File: config.mk
export PLATFORM = sky130hd
export DESIGN_NAME = actmon_channel
export DESIGN_NICKNAME = d
export VERILOG_FILES = /design/src/rtl/actmon_pkg.sv /design/src/rtl/actmon_sampler.sv /design/src/rtl/actmon_avg.sv /design/src/rtl/actmon_breach.sv /design/src/rtl/actmon_regs.sv /design/src/rtl/actmon_channel.sv
export SDC_FILE = /design/constraint.sdc
export NUM_CORES = 1
export LEC_CHECK = 0
export ABC_AREA = 1
export BUFFER_PORTS_ARGS = -buffer_cell sky130_fd_sc_hd__buf_2
export CORE_MARGIN = 5
export CORE_UTILIZATION = 35
export CTS_CLUSTER_SIZE = 40
export DETAILED_ROUTE_END_ITERATION = 8
export GPL_ROUTABILITY_DRIVEN = 0
export PLACE_DENSITY = 0.57
export SYNTH_ARGS = -nofsm -noshare
export SYNTH_HDL_FRONTEND = slang
export SYNTH_SLANG_ARGS = --single-unit
File: constraint.sdc
create_clock -name clk -period 7.25 [get_ports clk]
set_clock_uncertainty 0.2 [all_clocks]
set_input_delay 0.725 -clock clk [delete_from_list [all_inputs] [get_ports clk]]
set_output_delay 0.725 -clock clk [all_outputs]
set_load 0.01 [all_outputs]
File: src/rtl/actmon_pkg.sv
package actmon_pkg;

  localparam int ACT_W  = 32;
  localparam int K_W    = 3;
  localparam int CONS_W = 3;
  localparam int ADDR_W = 6;

  // register byte offsets
  localparam logic [ADDR_W-1:0] OFS_CTRL     = 6'h00;
  localparam logic [ADDR_W-1:0] OFS_RAW_HI   = 6'h04;
  localparam logic [ADDR_W-1:0] OFS_RAW_LO   = 6'h08;
  localparam logic [ADDR_W-1:0] OFS_AVG_INIT = 6'h0C;
  localparam logic [ADDR_W-1:0] OFS_AVG_HI   = 6'h10;
  localparam logic [ADDR_W-1:0] OFS_AVG_LO   = 6'h14;
  localparam logic [ADDR_W-1:0] OFS_WEIGHT   = 6'h18;
  localparam logic [ADDR_W-1:0] OFS_AVG_CUR  = 6'h20;
  localparam logic [ADDR_W-1:0] OFS_STATUS   = 6'h24;

  // control word fields
  localparam int C_RUN_EN   = 31;
  localparam int C_UP_IE    = 30;
  localparam int C_DN_IE    = 29;
  localparam int C_UP_NUM   = 26;
  localparam int C_DN_NUM   = 23;
  localparam int C_AVG_HIE  = 21;
  localparam int C_AVG_LIE  = 20;
  localparam int C_PERIODIC = 18;
  localparam int C_K_LSB    = 10;

  // status flags, index = bit - 28
  localparam int S_BASE   = 28;
  localparam int S_AVG_LO = 0;
  localparam int S_AVG_HI = 1;
  localparam int S_DN     = 2;
  localparam int S_UP     = 3;
  localparam int S_N      = 4;

  localparam logic [ACT_W-1:0] WEIGHT_RST = 32'h0000_0400;

  function automatic logic ctrl_bit(input logic [ACT_W-1:0] ctrl, input int pos);
    return ctrl[pos];
  endfunction

  function automatic logic [K_W-1:0] ctrl_k(input logic [ACT_W-1:0] ctrl);
    return ctrl[C_K_LSB +: K_W];
  endfunction

  function automatic logic [CONS_W-1:0] ctrl_num(input logic [ACT_W-1:0] ctrl, input int lsb);
    return ctrl[lsb +: CONS_W];
  endfunction

  // saturating accumulate
  function automatic logic [ACT_W-1:0] sat_add(input logic [ACT_W-1:0] a,
                                               input logic [ACT_W-1:0] b);
    logic [ACT_W:0] s;
    s = {1'b0, a} + {1'b0, b};
    return s[ACT_W] ? {ACT_W{1'b1}} : s[ACT_W-1:0];
  endfunction

  // one step of the exponential filter, rounding toward minus infinity
  function automatic logic [ACT_W-1:0] avg_step(input logic [ACT_W-1:0] avg,
                                                input logic [ACT_W-1:0] smp,
                                                input logic [K_W-1:0]   k);
    logic signed [ACT_W+1:0] d;
    d = $signed({2'b00, smp}) - $signed({2'b00, avg});
    d = d >>> (int'(k) + 1);
    return avg + d[ACT_W-1:0];
  endfunction

endpackage

File: src/rtl/actmon_sampler.sv
module actmon_sampler
  import actmon_pkg::*;
#(
  parameter int PERIOD_W = 8
) (
  input  logic                clk,
  input  logic                rst_n,
  input  logic                run,
  input  logic                evt,
  input  logic                ms_tick,
  input  logic [PERIOD_W-1:0] period_m1,
  input  logic [ACT_W-1:0]    weight,
  output logic                period_end,
  output logic [ACT_W-1:0]    acc_q
);

  logic [PERIOD_W-1:0] tick_cnt_q;

  assign period_end = run && ms_tick && (tick_cnt_q == period_m1);

  always_ff @(posedge clk or negedge rst_n) begin
    if (!rst_n) begin
      tick_cnt_q <= '0;
    end else if (!run) begin
      tick_cnt_q <= '0;
    end else if (period_end) begin
      tick_cnt_q <= '0;
    end else if (ms_tick) begin
      tick_cnt_q <= tick_cnt_q + 1'b1;
    end
  end

  always_ff @(posedge clk or negedge rst_n) begin
    if (!rst_n) begin
      acc_q <= '0;
    end else if (!run) begin
      acc_q <= '0;
    end else if (period_end) begin
      acc_q <= evt ? weight : '0;
    end else if (evt) begin
      acc_q <= sat_add(acc_q, weight);
    end
  end

endmodule

File: src/rtl/actmon_avg.sv
module actmon_avg
  import actmon_pkg::*;
(
  input  logic             clk,
  input  logic             rst_n,
  input  logic             period_end,
  input  logic [ACT_W-1:0] sample,
  input  logic [K_W-1:0]   k,
  input  logic             ld,
  input  logic [ACT_W-1:0] ld_val,
  output logic [ACT_W-1:0] avg_q,
  output logic [ACT_W-1:0] avg_next
);

  assign avg_next = avg_step(avg_q, sample, k);

  always_ff @(posedge clk or negedge rst_n) begin
    if (!rst_n) begin
      avg_q <= '0;
    end else if (ld) begin
      avg_q <= ld_val;
    end else if (period_end) begin
      avg_q <= avg_next;
    end
  end

endmodule

File: src/rtl/actmon_breach.sv
module actmon_breach
  import actmon_pkg::*;
(
  input  logic              clk,
  input  logic              rst_n,
  input  logic              run,
  input  logic              period_end,
  input  logic              hit,
  input  logic [CONS_W-1:0] num,
  output logic [CONS_W-1:0] cnt_q,
  output logic              fire
);

  assign fire = period_end && hit && (cnt_q == num);

  always_ff @(posedge clk or negedge rst_n) begin
    if (!rst_n) begin
      cnt_q <= '0;
    end else if (!run) begin
      cnt_q <= '0;
    end else if (period_end) begin
      if (!hit || fire) cnt_q <= '0;
      else              cnt_q <= cnt_q + 1'b1;
    end
  end

endmodule

File: src/rtl/actmon_regs.sv
module actmon_regs
  import actmon_pkg::*;
(
  input  logic              clk,
  input  logic              rst_n,
  input  logic              wr_en,
  input  logic [ADDR_W-1:0] addr,
  input  logic [ACT_W-1:0]  wdata,
  input  logic [ACT_W-1:0]  avg_q,
  input  logic [S_N-1:0]    set_vec,
  output logic [ACT_W-1:0]  ctrl_q,
  output logic [ACT_W-1:0]  raw_hi_q,
  output logic [ACT_W-1:0]  raw_lo_q,
  output logic [ACT_W-1:0]  avg_hi_q,
  output logic [ACT_W-1:0]  avg_lo_q,
  output logic [ACT_W-1:0]  weight_q,
  output logic [S_N-1:0]    status_q,
  output logic              avg_ld,
  output logic              st_wr,
  output logic [ACT_W-1:0]  rdata
);

  logic [S_N-1:0] clr_vec;

  assign avg_ld  = wr_en && (addr == OFS_AVG_INIT);
  assign st_wr   = wr_en && (addr == OFS_STATUS);
  assign clr_vec = st_wr ? wdata[S_BASE +: S_N] : '0;

  always_ff @(posedge clk or negedge rst_n) begin
    if (!rst_n) begin
      ctrl_q   <= '0;
      raw_hi_q <= '0;
      raw_lo_q <= '0;
      avg_hi_q <= '0;
      avg_lo_q <= '0;
      weight_q <= WEIGHT_RST;
    end else if (wr_en) begin
      case (addr)
        OFS_CTRL:   ctrl_q   <= wdata;
        OFS_RAW_HI: raw_hi_q <= wdata;
        OFS_RAW_LO: raw_lo_q <= wdata;
        OFS_AVG_HI: avg_hi_q <= wdata;
        OFS_AVG_LO: avg_lo_q <= wdata;
        OFS_WEIGHT: weight_q <= wdata;
        default: ;
      endcase
    end
  end

  // new flags take priority over a clear in the same cycle
  always_ff @(posedge clk or negedge rst_n) begin
    if (!rst_n) status_q <= '0;
    else        status_q <= (status_q & ~clr_vec) | set_vec;
  end

  always_comb begin
    case (addr)
      OFS_CTRL:    rdata = ctrl_q;
      OFS_RAW_HI:  rdata = raw_hi_q;
      OFS_RAW_LO:  rdata = raw_lo_q;
      OFS_AVG_HI:  rdata = avg_hi_q;
      OFS_AVG_LO:  rdata = avg_lo_q;
      OFS_WEIGHT:  rdata = weight_q;
      OFS_AVG_CUR: rdata = avg_q;
      OFS_STATUS:  rdata = {status_q, {S_BASE{1'b0}}};
      default:     rdata = '0;
    endcase
  end

endmodule

File: src/rtl/actmon_channel.sv
module actmon_channel
  import actmon_pkg::*;
#(
  parameter int PERIOD_W = 8
) (
  input  logic                clk,
  input  logic                rst_n,
  input  logic                evt_strobe,
  input  logic                ms_tick,
  input  logic [PERIOD_W-1:0] period_len_m1,
  input  logic                reg_wr_en,
  input  logic [ADDR_W-1:0]   reg_addr,
  input  logic [ACT_W-1:0]    reg_wdata,
  output logic [ACT_W-1:0]    reg_rdata,
  output logic                irq
);

  logic [ACT_W-1:0]  ctrl_q, raw_hi_q, raw_lo_q, avg_hi_q, avg_lo_q, weight_q;
  logic [S_N-1:0]    status_q, set_vec, irq_en;
  logic              avg_ld, st_wr, run, period_end;
  logic [ACT_W-1:0]  acc_q, avg_q, avg_next;
  logic              up_hit, dn_hit, up_fire, dn_fire;
  logic [CONS_W-1:0] up_cnt, dn_cnt;

  actmon_regs u_regs (
    .clk      (clk),
    .rst_n    (rst_n),
    .wr_en    (reg_wr_en),
    .addr     (reg_addr),
    .wdata    (reg_wdata),
    .avg_q    (avg_q),
    .set_vec  (set_vec),
    .ctrl_q   (ctrl_q),
    .raw_hi_q (raw_hi_q),
    .raw_lo_q (raw_lo_q),
    .avg_hi_q (avg_hi_q),
    .avg_lo_q (avg_lo_q),
    .weight_q (weight_q),
    .status_q (status_q),
    .avg_ld   (avg_ld),
    .st_wr    (st_wr),
    .rdata    (reg_rdata)
  );

  assign run = ctrl_bit(ctrl_q, C_RUN_EN) && ctrl_bit(ctrl_q, C_PERIODIC);

  actmon_sampler #(.PERIOD_W(PERIOD_W)) u_sampler (
    .clk        (clk),
    .rst_n      (rst_n),
    .run        (run),
    .evt        (evt_strobe),
    .ms_tick    (ms_tick),
    .period_m1  (period_len_m1),
    .weight     (weight_q),
    .period_end (period_end),
    .acc_q      (acc_q)
  );

  actmon_avg u_avg (
    .clk        (clk),
    .rst_n      (rst_n),
    .period_end (period_end),
    .sample     (acc_q),
    .k          (ctrl_k(ctrl_q)),
    .ld         (avg_ld),
    .ld_val     (reg_wdata),
    .avg_q      (avg_q),
    .avg_next   (avg_next)
  );

  assign up_hit = acc_q > raw_hi_q;
  assign dn_hit = acc_q < raw_lo_q;

  actmon_breach u_up (
    .clk        (clk),
    .rst_n      (rst_n),
    .run        (run),
    .period_end (period_end),
    .hit        (up_hit),
    .num        (ctrl_num(ctrl_q, C_UP_NUM)),
    .cnt_q      (up_cnt),
    .fire       (up_fire)
  );

  actmon_breach u_dn (
    .clk        (clk),
    .rst_n      (rst_n),
    .run        (run),
    .period_end (period_end),
    .hit        (dn_hit),
    .num        (ctrl_num(ctrl_q, C_DN_NUM)),
    .cnt_q      (dn_cnt),
    .fire       (dn_fire)
  );

  always_comb begin
    set_vec           = '0;
    set_vec[S_UP]     = up_fire;
    set_vec[S_DN]     = dn_fire;
    set_vec[S_AVG_HI] = period_end && (avg_next > avg_hi_q);
    set_vec[S_AVG_LO] = period_end && (avg_next < avg_lo_q);
  end

  always_comb begin
    irq_en           = '0;
    irq_en[S_UP]     = ctrl_bit(ctrl_q, C_UP_IE);
    irq_en[S_DN]     = ctrl_bit(ctrl_q, C_DN_IE);
    irq_en[S_AVG_HI] = ctrl_bit(ctrl_q, C_AVG_HIE);
    irq_en[S_AVG_LO] = ctrl_bit(ctrl_q, C_AVG_LIE);
  end

  assign irq = |(status_q & irq_en);

endmodule

* Word level (Yosys, flattened, before mapping)
Index checks and enable logic that the tools add are counted.
** Word-level totals
- Register bits :: 274
- Logic and storage cells :: 84
** Cells by class
- $add $sub $neg :: 7
- $lt $le $gt $ge :: 4
- Equality and inequality tests :: 14
- Shift operators :: 1
- Multiplexer cells :: 18
- Bitwise gates (word level) :: 4
- Reductions and logical operators :: 24
** Operators by type and width (number)
- case mux 32 bit (8 select lines) :: 1
- two-way mux 32 bit :: 7
- > comparator 32 bit :: 2
- < comparator 32 bit :: 2
- >>> shifter 34 x 32 -> 32 bit :: 1
- adder 32 x 32 -> 33 bit :: 1
- subtractor 32 x 32 -> 33 bit :: 1
- adder 32 bit :: 1
- two-way mux 8 bit :: 3
- == test 6 x 5 -> 1 bit, second input constant :: 3
- two-way mux 3 bit :: 6
- == test 6 x 4 -> 1 bit, second input constant :: 2
- == test 6 bit, second input constant :: 2
- AND reduction 2 bit :: 6
- logical AND 1 bit :: 11
- adder 8 x 1 -> 8 bit, second input constant :: 1
- bitwise AND 4 bit :: 2
- == test 8 bit :: 1
- adder 3 x 1 -> 3 bit, second input constant :: 2
- == test 3 bit :: 2
- == test 6 x 3 -> 1 bit, second input constant :: 1
- zero test 6 bit :: 1
- inequality test 3 bit, second input constant :: 2
- adder 3 x 1 -> 4 bit, second input constant :: 1
- 8 further kinds :: 10

* Longest topological paths before layout
Gate-level depths: netlist of the first run.
- Depth in word-level cells :: 9
- Mapped depth :: 43
- Depth with buffers taken out :: 43

* By module
From an unflattened synthesis of the first run, not the netlist that was laid out.
** Unflattened totals
- Cell total of the unflattened synthesis :: 3765
- Area total of the unflattened synthesis :: 24654.9 um^2
** Modules (own cells, without submodules)
- actmon_regs :: times used 1, cells each 1201, area an instance 9401.5 um^2, seq. area each 4906.0 um^2
- actmon_avg :: times used 1, cells each 1124, area an instance 6711.4 um^2, seq. area each 800.8 um^2
- actmon_sampler :: times used 1, cells each 808, area an instance 4634.4 um^2, seq. area each 1001.0 um^2
- actmon_channel :: times used 1, cells each 554, area an instance 3374.5 um^2, seq. area each 0.0 um^2
- actmon_breach :: times used 2, cells each 39, area an instance 266.5 um^2, seq. area each 75.1 um^2

* Least setup slack after synthesis of the first run
OpenSTA, ideal clock, no wires.
- Path kind :: reg2reg
- From :: register u_sampler.acc_q[0]
- To :: register u_regs.status_q[1]
- Library setup time :: 0.125 ns
- Arrival :: 4.912 ns
- Setup slack :: 2.013 ns
- Stages on the path, launching flop included :: 40
- Clock period less this slack :: 5.237 ns
- Cell sequence :: dfrtp_1 > inv_1 > ha_1 > inv_1 > fa_1 > nand2_1 > nand2_1 > nand2_2 > o21bai_4 > a21oi_2 > xor2_1 > mux2i_1 > nand2_1 > o21ai_0 > nand2_1 > nand2_1 > o21ai_1 > inv_1 > [... 4 more ...] > nand2_1 > nand2_1 > nand2_2 > a21oi_4 > nand2_2 > nand2_2 > a21oi_1 > o21ai_1 > or2_1 > and2_1 > ha_1 > a21oi_1 > nor2_1 > a211oi_1 > o221ai_1 > a21o_1 > o221ai_1 > nand2_1
** Between the ends
- Cells in the longest elaborated chain, start to end :: 6
** Ends and longest elaborated chain
- start, declared :: RTL line actmon_sampler.sv:14 : output logic [ACT_W-1:0] acc_q
- start signal, assigned :: RTL line actmon_sampler.sv:39 : acc_q <= evt ? weight : '0;
- start signal, assigned :: RTL line actmon_sampler.sv:41 : acc_q <= sat_add(acc_q, weight);
- subtractor 32 x 32 -> 33 bit :: RTL line actmon_pkg.sv:65 : d = $signed({2'b00, smp}) - $signed({2'b00, avg});
- >>> shifter 34 x 32 -> 32 bit :: RTL line actmon_pkg.sv:66 : d = d >>> (int'(k) + 1);
- adder 32 bit :: RTL line actmon_pkg.sv:67 : return avg + d[ACT_W-1:0];
- > comparator 32 bit :: RTL line actmon_channel.sv:100 : set_vec[S_AVG_HI] = period_end && (avg_next > avg_hi_q);
- logical AND 1 bit :: RTL line actmon_channel.sv:100
- OR 4 bit :: RTL line actmon_regs.sv:53 : else status_q <= (status_q & ~clr_vec) | set_vec;
- end signal, assigned :: RTL line actmon_regs.sv:53
- end, declared :: RTL line actmon_regs.sv:17 : output logic [S_N-1:0] status_q,
No other way between the ends.
A chain may end at the register's enable or synchronous reset.

* Final worst setup path of the first run
- From :: register u_sampler.acc_q[9]
- To :: register u_regs.status_q[1]
Same word-level chain as after synthesis.

==> reports/metrics.cfg, run 1 <==
[global_route]
grt_pass1_vias = 19916
use_met2_pct = 38.5
grt.overflow.total = 0
grt_max_degree = 72
use_met3_pct = 2.92
grt_use_total_pct = 23.1
grt_pass1_wl_um = 123000
grt_busiest_layer = met2
grtUsageMet1_pct = 31.9
antenna_found_initial = 1

[hold_path]
hold_depth = 3
hold_path_class = input pin to flop

[timing]
final-hold-violation-count = 0
setup_viol_count_final = 0
slew_headroom_pct = 22.0
slew_violations = 0
rsz0062_at_grt = false
fin_crit_sh_pct = 94.3
worst_slew_pin_slew_ns = 1.17
fin_crit_ns = 6.84
fmax_mhz = 146
tns_ns = 0

[cells_and_area]
multi_input_area_um2 = 13400
final_common_cell = nand2_1
syn2layout_area_growth_pct = 10.9
fill_cells = 6674
seqCellArea_um2 = 6860
diodes = 0
finalNetCount = 3357
final_util_pct = 38.9
drive_gt1_share_pct = 8.15
design_area_um2 = 24400
final_cell_mix = nand2_1, inv_1, o21ai_0

[setup_path]
critPathTopFamily = simple AND/OR/NAND/NOR gates
cp_num_cells = 29
cp-start-kind = flop
crit_buf_inv = 0
path_class = flop to flop
r2r.worst_path.cells = 29
cp_max_fo = 5
end_kind = flop
cp.required_ns = 7.58
crit_slowest_cell = dfrtp_1
arrival_ns = 7.17
cpPeakStageDelay_ns = 0.48

[die]
die_width_um = 261
die-area_um2 = 68100
ioPinCount = 84
row_count = 92
die_y_um = 261
core_um2 = 62700
start_util_pct = 35.1

[synthesis]
netlist_instances = 3035
syn_nets = 3314
syn_area_per_cell_um2 = 7.26
async_flop_share_pct = 100
yosysWarnings = 0
syn-cell-area_um2 = 22000
ys_types = 63
synth_area_leaders = dfrtp_1, ha_1, nand2_1
synth_top_area_share_pct = 31.0
ys_seq_elements = 274
ys_seq_area_share_pct = 31.1
yosys_most_used_dff = dfrtp_1
synth_edf_count = 0
yosys.area.top_type = dfrtp_1

[detailed_routing]
wl_per_cell_um = 20.5
drtPass1Iterations = 7
drtAntennaViolNets = 0
drt_iter0_markers = 2131
routed_wirelength_um = 80800
vias_per_cell = 5.42
vias = 21396
drc = 0

[cts]
clock_path_buffers = 3
cts_tree = built
htreeDepth = 1
path_clk_slew_ns = 0.07
worstSkewPairLatency_ns = 0.59
clock_sinks = 274
cts_setup_buffers = 0
numCtsBuffers = 31
cts_root_buf = clkbuf_16

[placed_design]
numPortBuffers = 83
place_area_um2 = 23300
dp_hpwl_um = 63300

[status]
status = complete, no violations

[flow_run]
drv_cap = 0

[power]
ir_worst_vdd_mv = 0.204
p_leak_nw = 11.9
power.density_nw_per_um2 = 299
p_clk_share_pct = 23.3
comb_power_share_pct = 51.0
internal-power_w = 0.00402
switchingPower_w = 0.00328
switching_share_pct = 44.9
seqPwrFrac_pct = 25.7

final cells by class:
class                           count  area share (%)
Clock buffer                       43            3.65
Multi-Input combinational cell   2280            54.7
Inverter                          381            5.85
Timing Repair Buffer              110            2.58
Clock inverter                     15           0.794
Sequential cell                   274            28.1
Tap cell                          846            4.33
power by group through the flow:
| stage | clock [W] | sequential (W) | combinational (W) |
|---|---|---|---|
| after floorplan | 0 | 0.00182 | 0.00265 |
| after global placement | 0 | 0.00189 | 0.00363 |
| after detailed placement | 0 | 0.00190 | 0.00364 |
| after CTS | 0.00172 | 0.00187 | 0.00367 |
| after global routing | 0.00178 | 0.00189 | 0.00419 |
| final | 0.00170 | 0.00187 | 0.00373 |
flip-flops by register name, indices dropped and copies added (netlist names):
register              count
u_regs.weight_q          32
u_sampler.acc_q          32
u_avg.avg_q              32
u_regs.raw_lo_q          32
u_regs.ctrl_q            32
u_up.cnt_q                3
u_regs.raw_hi_q          32
u_regs.status_q           4
u_sampler.tick_cnt_q      8
u_regs.avg_hi_q          32
u_regs.avg_lo_q          32
u_dn.cnt_q                3
what timing repair did:
action | CTS | global route
hold endpoints to repair | 67 | 0
resized for setup | 0 | 2
hold buffers | 1 | 0
setup endpoints to repair | 0 | 1
routing by layer:
layer | vias to the layer above | part of all wire [%]
met5 | - | 0
met4 | 0 | 2.8
met3 | 123 | 6.7
met2 | 798 | 46
met1 | 10044 | 44
li1 | 10431 | -
worst min-delay path, cell delays in order:
cell and delay [ns]:
buf_2 0.11, nand2_1 0.06, nand3_1 0.07
cell usage after synthesis (all sizes together) (19+ instances only):
cell type	n
xor2	56
buf	26
inv	378
nor3	32
a21oi	206
a22oi	23
dfrtp	273
a221oi	23
ha	225
nand3	218
o21ai	345
o21bai	19
nor2	156
o221ai	26
xnor2	23
o22ai	47
clkbuf	74
o211ai	26
nand2	716
path summary, 6_finish.rpt:
check	start	end	slack [ns]
max	u_sampler.acc_q[9]	u_regs.status_q[1]	0.41
min	reg_wdata[26]	u_avg.avg_q[26]	0.21
max reg2reg	u_sampler.acc_q[9]	u_regs.status_q[1]	0.41
min reg2reg	u_regs.raw_hi_q[14]	u_regs.raw_hi_q[14]	0.28
max in group asynchronous	rst_n	u_avg.avg_q[30]	4.91
min in group asynchronous	rst_n	u_regs.raw_hi_q[7]	0.49
metrics by stage:
step	cells	hold slack [ns]	setup slack, ns	power [W]
6_report	3949	0.211	0.413	0.00730
2_1_floorplan	3035	0.229	2.01	0.00447
4_1_cts	3949	0.190	0.288	0.00726
5_1_grt	3949	0.217	0.00534	0.00786
3_3_place_gp	3890	0.264	0.172	0.00553
3_5_place_dp	3890	0.273	0.311	0.00554
cells by family after synthesis:
kind of cell	count (synthesis)	share of synthesized area, %
flip-flops	274	31.1
XOR/XNOR	79	3.14
adder cells (fa/ha/maj)	228	13.0
multiplexers	3	0.136
buffers and inverters	481	8.43
AND/OR/NAND/NOR	1186	23.1
AO/OA/AOI/OAI	784	21.0
(Power assumes the default switching activity.)
==> run 2, diff against run 1 <==
--- a/config.mk
+++ b/config.mk
@@ -12,7 +12,7 @@
 export CTS_CLUSTER_SIZE = 40
 export DETAILED_ROUTE_END_ITERATION = 8
 export GPL_ROUTABILITY_DRIVEN = 0
-export PLACE_DENSITY = 0.57
+export PLACE_DENSITY = 0.61
 export SYNTH_ARGS = -nofsm -noshare
 export SYNTH_HDL_FRONTEND = slang
 export SYNTH_SLANG_ARGS = --single-unit
==> run 2 against run 1 <==
Compared with the run above:
- via count fell by 0.21%
- die area did not move
- sequential cell count did not move
- highest routed layer unchanged
- largest power group unchanged
- setup slack worse by 0.027 ns
==> reports/metrics.cfg, run 2 (synthesized netlist as in run 1, its figures left out) <==
[timing]
slew_violations = 0
timing.hold.ws_ns = 0.277
rsz0062_at_grt = false
worst_slew_pin_slew_ns = 1.20
fin_crit_ns = 6.86
setup_viol_count_final = 0
slew_headroom_pct = 19.8
fin_crit_sh_pct = 94.7
final-hold-violation-count = 0
fin_ws_ns = 0.387
fmax_mhz = 146
tns_ns = 0

[detailed_routing]
drt_iter0_markers = 2082
drtAntennaViolNets = 0
wl_per_cell_um = 20.1
routed_wirelength_um = 79200
drtPass1Iterations = 6
drc = 0
vias = 21352
vias_per_cell = 5.41

[die]
die_y_um = 261
row_count = 92
start_util_pct = 35.1
die_width_um = 261
ioPinCount = 84
core_um2 = 62700
die-area_um2 = 68100

[global_route]
grtUsageMet1_pct = 31.4
antenna_found_initial = 1
grt_max_degree = 147
use_met2_pct = 36.2
grt_use_total_pct = 22.8
grt_pass1_wl_um = 122000
use_met3_pct = 3.67
grt_busiest_layer = met2
grt_pass1_vias = 20243
grt.overflow.total = 0

[cts]
path_clk_slew_ns = 0.06
htreeDepth = 2
clock_sinks = 274
worstSkewPairLatency_ns = 0.54
cts_setup_buffers = 0
clock_path_buffers = 3
cts_root_buf = clkbuf_16
cts_tree = built
numCtsBuffers = 34

[setup_path]
cpMostUsedCell = nand2_1
critPathTopFamily = simple AND/OR/NAND/NOR gates
cpPeakStageDelay_ns = 0.51
crit_buf_inv = 2
crit_slowest_cell = nor4_2
cp-start-kind = flop
path_class = flop to flop
end_kind = flop
cp.required_ns = 7.51
arrival_ns = 7.13
cp_max_fo = 5

[flow_run]
drv_cap = 0

[power]
p_leak_nw = 11.9
ir_worst_vdd_mv = 0.162
power.density_nw_per_um2 = 303

[cells_and_area]
final_util_pct = 39.1
syn2layout_area_growth_pct = 11.2
diodes = 0
final_common_cell = nand2_1
drive_gt1_share_pct = 8.00
final_cell_mix = nand2_1, inv_1, o21ai_0
finalNetCount = 3358

[status]
status = complete, no violations

[hold_path]
hold_path_class = input pin to flop

[placed_design]
place_worst_setup_slack_ns = 0.342
dp_hpwl_um = 61600
numPortBuffers = 83

==> run 2: cell count changes in the layout (fill, tap and decap cells not counted) <==
cell        delta
buf_12         +1
buf_4          -3
bufinv_16      +1
clkbuf_1       +3
clkbuf_16      +3
clkbuf_8       -1
clkinv_1       +1
clkinv_2       -4
clkinv_8       +1
clkinvlp_4     -5
inv_1          -1
inv_6          +2
==> run 2: stage by stage <==
| stage | cell area [um^2] | power [W] | std cells |
|---|---|---|---|
| finish | 24500 | 0.00743 | 3947 |
| detailed placement | 23300 | 0.00554 | 3888 |
| floorplan | 22000 | 0.00447 | 3035 |
| CTS | 24500 | 0.00738 | 3947 |
| global placement | 23300 | 0.00551 | 3888 |
| global route | 24500 | 0.00799 | 3947 |
==> run 2: tightest hold or removal path: cells and delay by family <==
| kind | cells | cell delay, ns |
|---|---|---|
| AND/OR/NAND/NOR | 2 | 0.13 |
| buffers and inverters | 1 | 0.11 |
==> run 2: what timing repair did <==
action,4_1_cts,5_1_grt
hold buffers,1,0
hold endpoints to repair,50,0
resized for setup,0,2
endpoints found under the setup margin,0,1
==> run 2: final timing paths <==
path,from,slack [ns],depth (start not counted),endpoint
max,u_sampler.acc_q[0],0.39,34,u_regs.status_q[1]
min,reg_wdata[26],0.28,3,u_avg.avg_q[26]
max reg2reg,u_sampler.acc_q[0],0.39,34,u_regs.status_q[1]
min reg2reg,u_regs.avg_hi_q[24],0.28,2,u_regs.avg_hi_q[24]
max in group asynchronous,rst_n,5.03,3,u_regs.avg_hi_q[26]
min in group asynchronous,rst_n,0.54,2,u_regs.ctrl_q[5]
==> run 2: report_power, final <==
group / total, W / internal, W / switching (W)
combinational: 0.00373 / 0.00132 / 0.00241
clock: 0.00183 / 0.00111 / 0.000717
sequential: 0.00187 / 0.00170 / 0.000165
==> run 2: area by class of cell <==
type	count	area (um^2)
Inverter	381	1430
Multi-Input combinational cell	2280	13400
Fill cell	6619	38200
Timing Repair Buffer	108	628
Clock buffer	48	963
Sequential cell	274	6860
Tap cell	846	1060
Clock inverter	10	200
==> run 2: per-layer routing <==
layer / wire length, um / vias up
met5: 0 / -
met4: 3480 / 0
met3: 6180 / 178
met2: 34900 / 867
met1: 34600 / 9898
li1: - / 10409
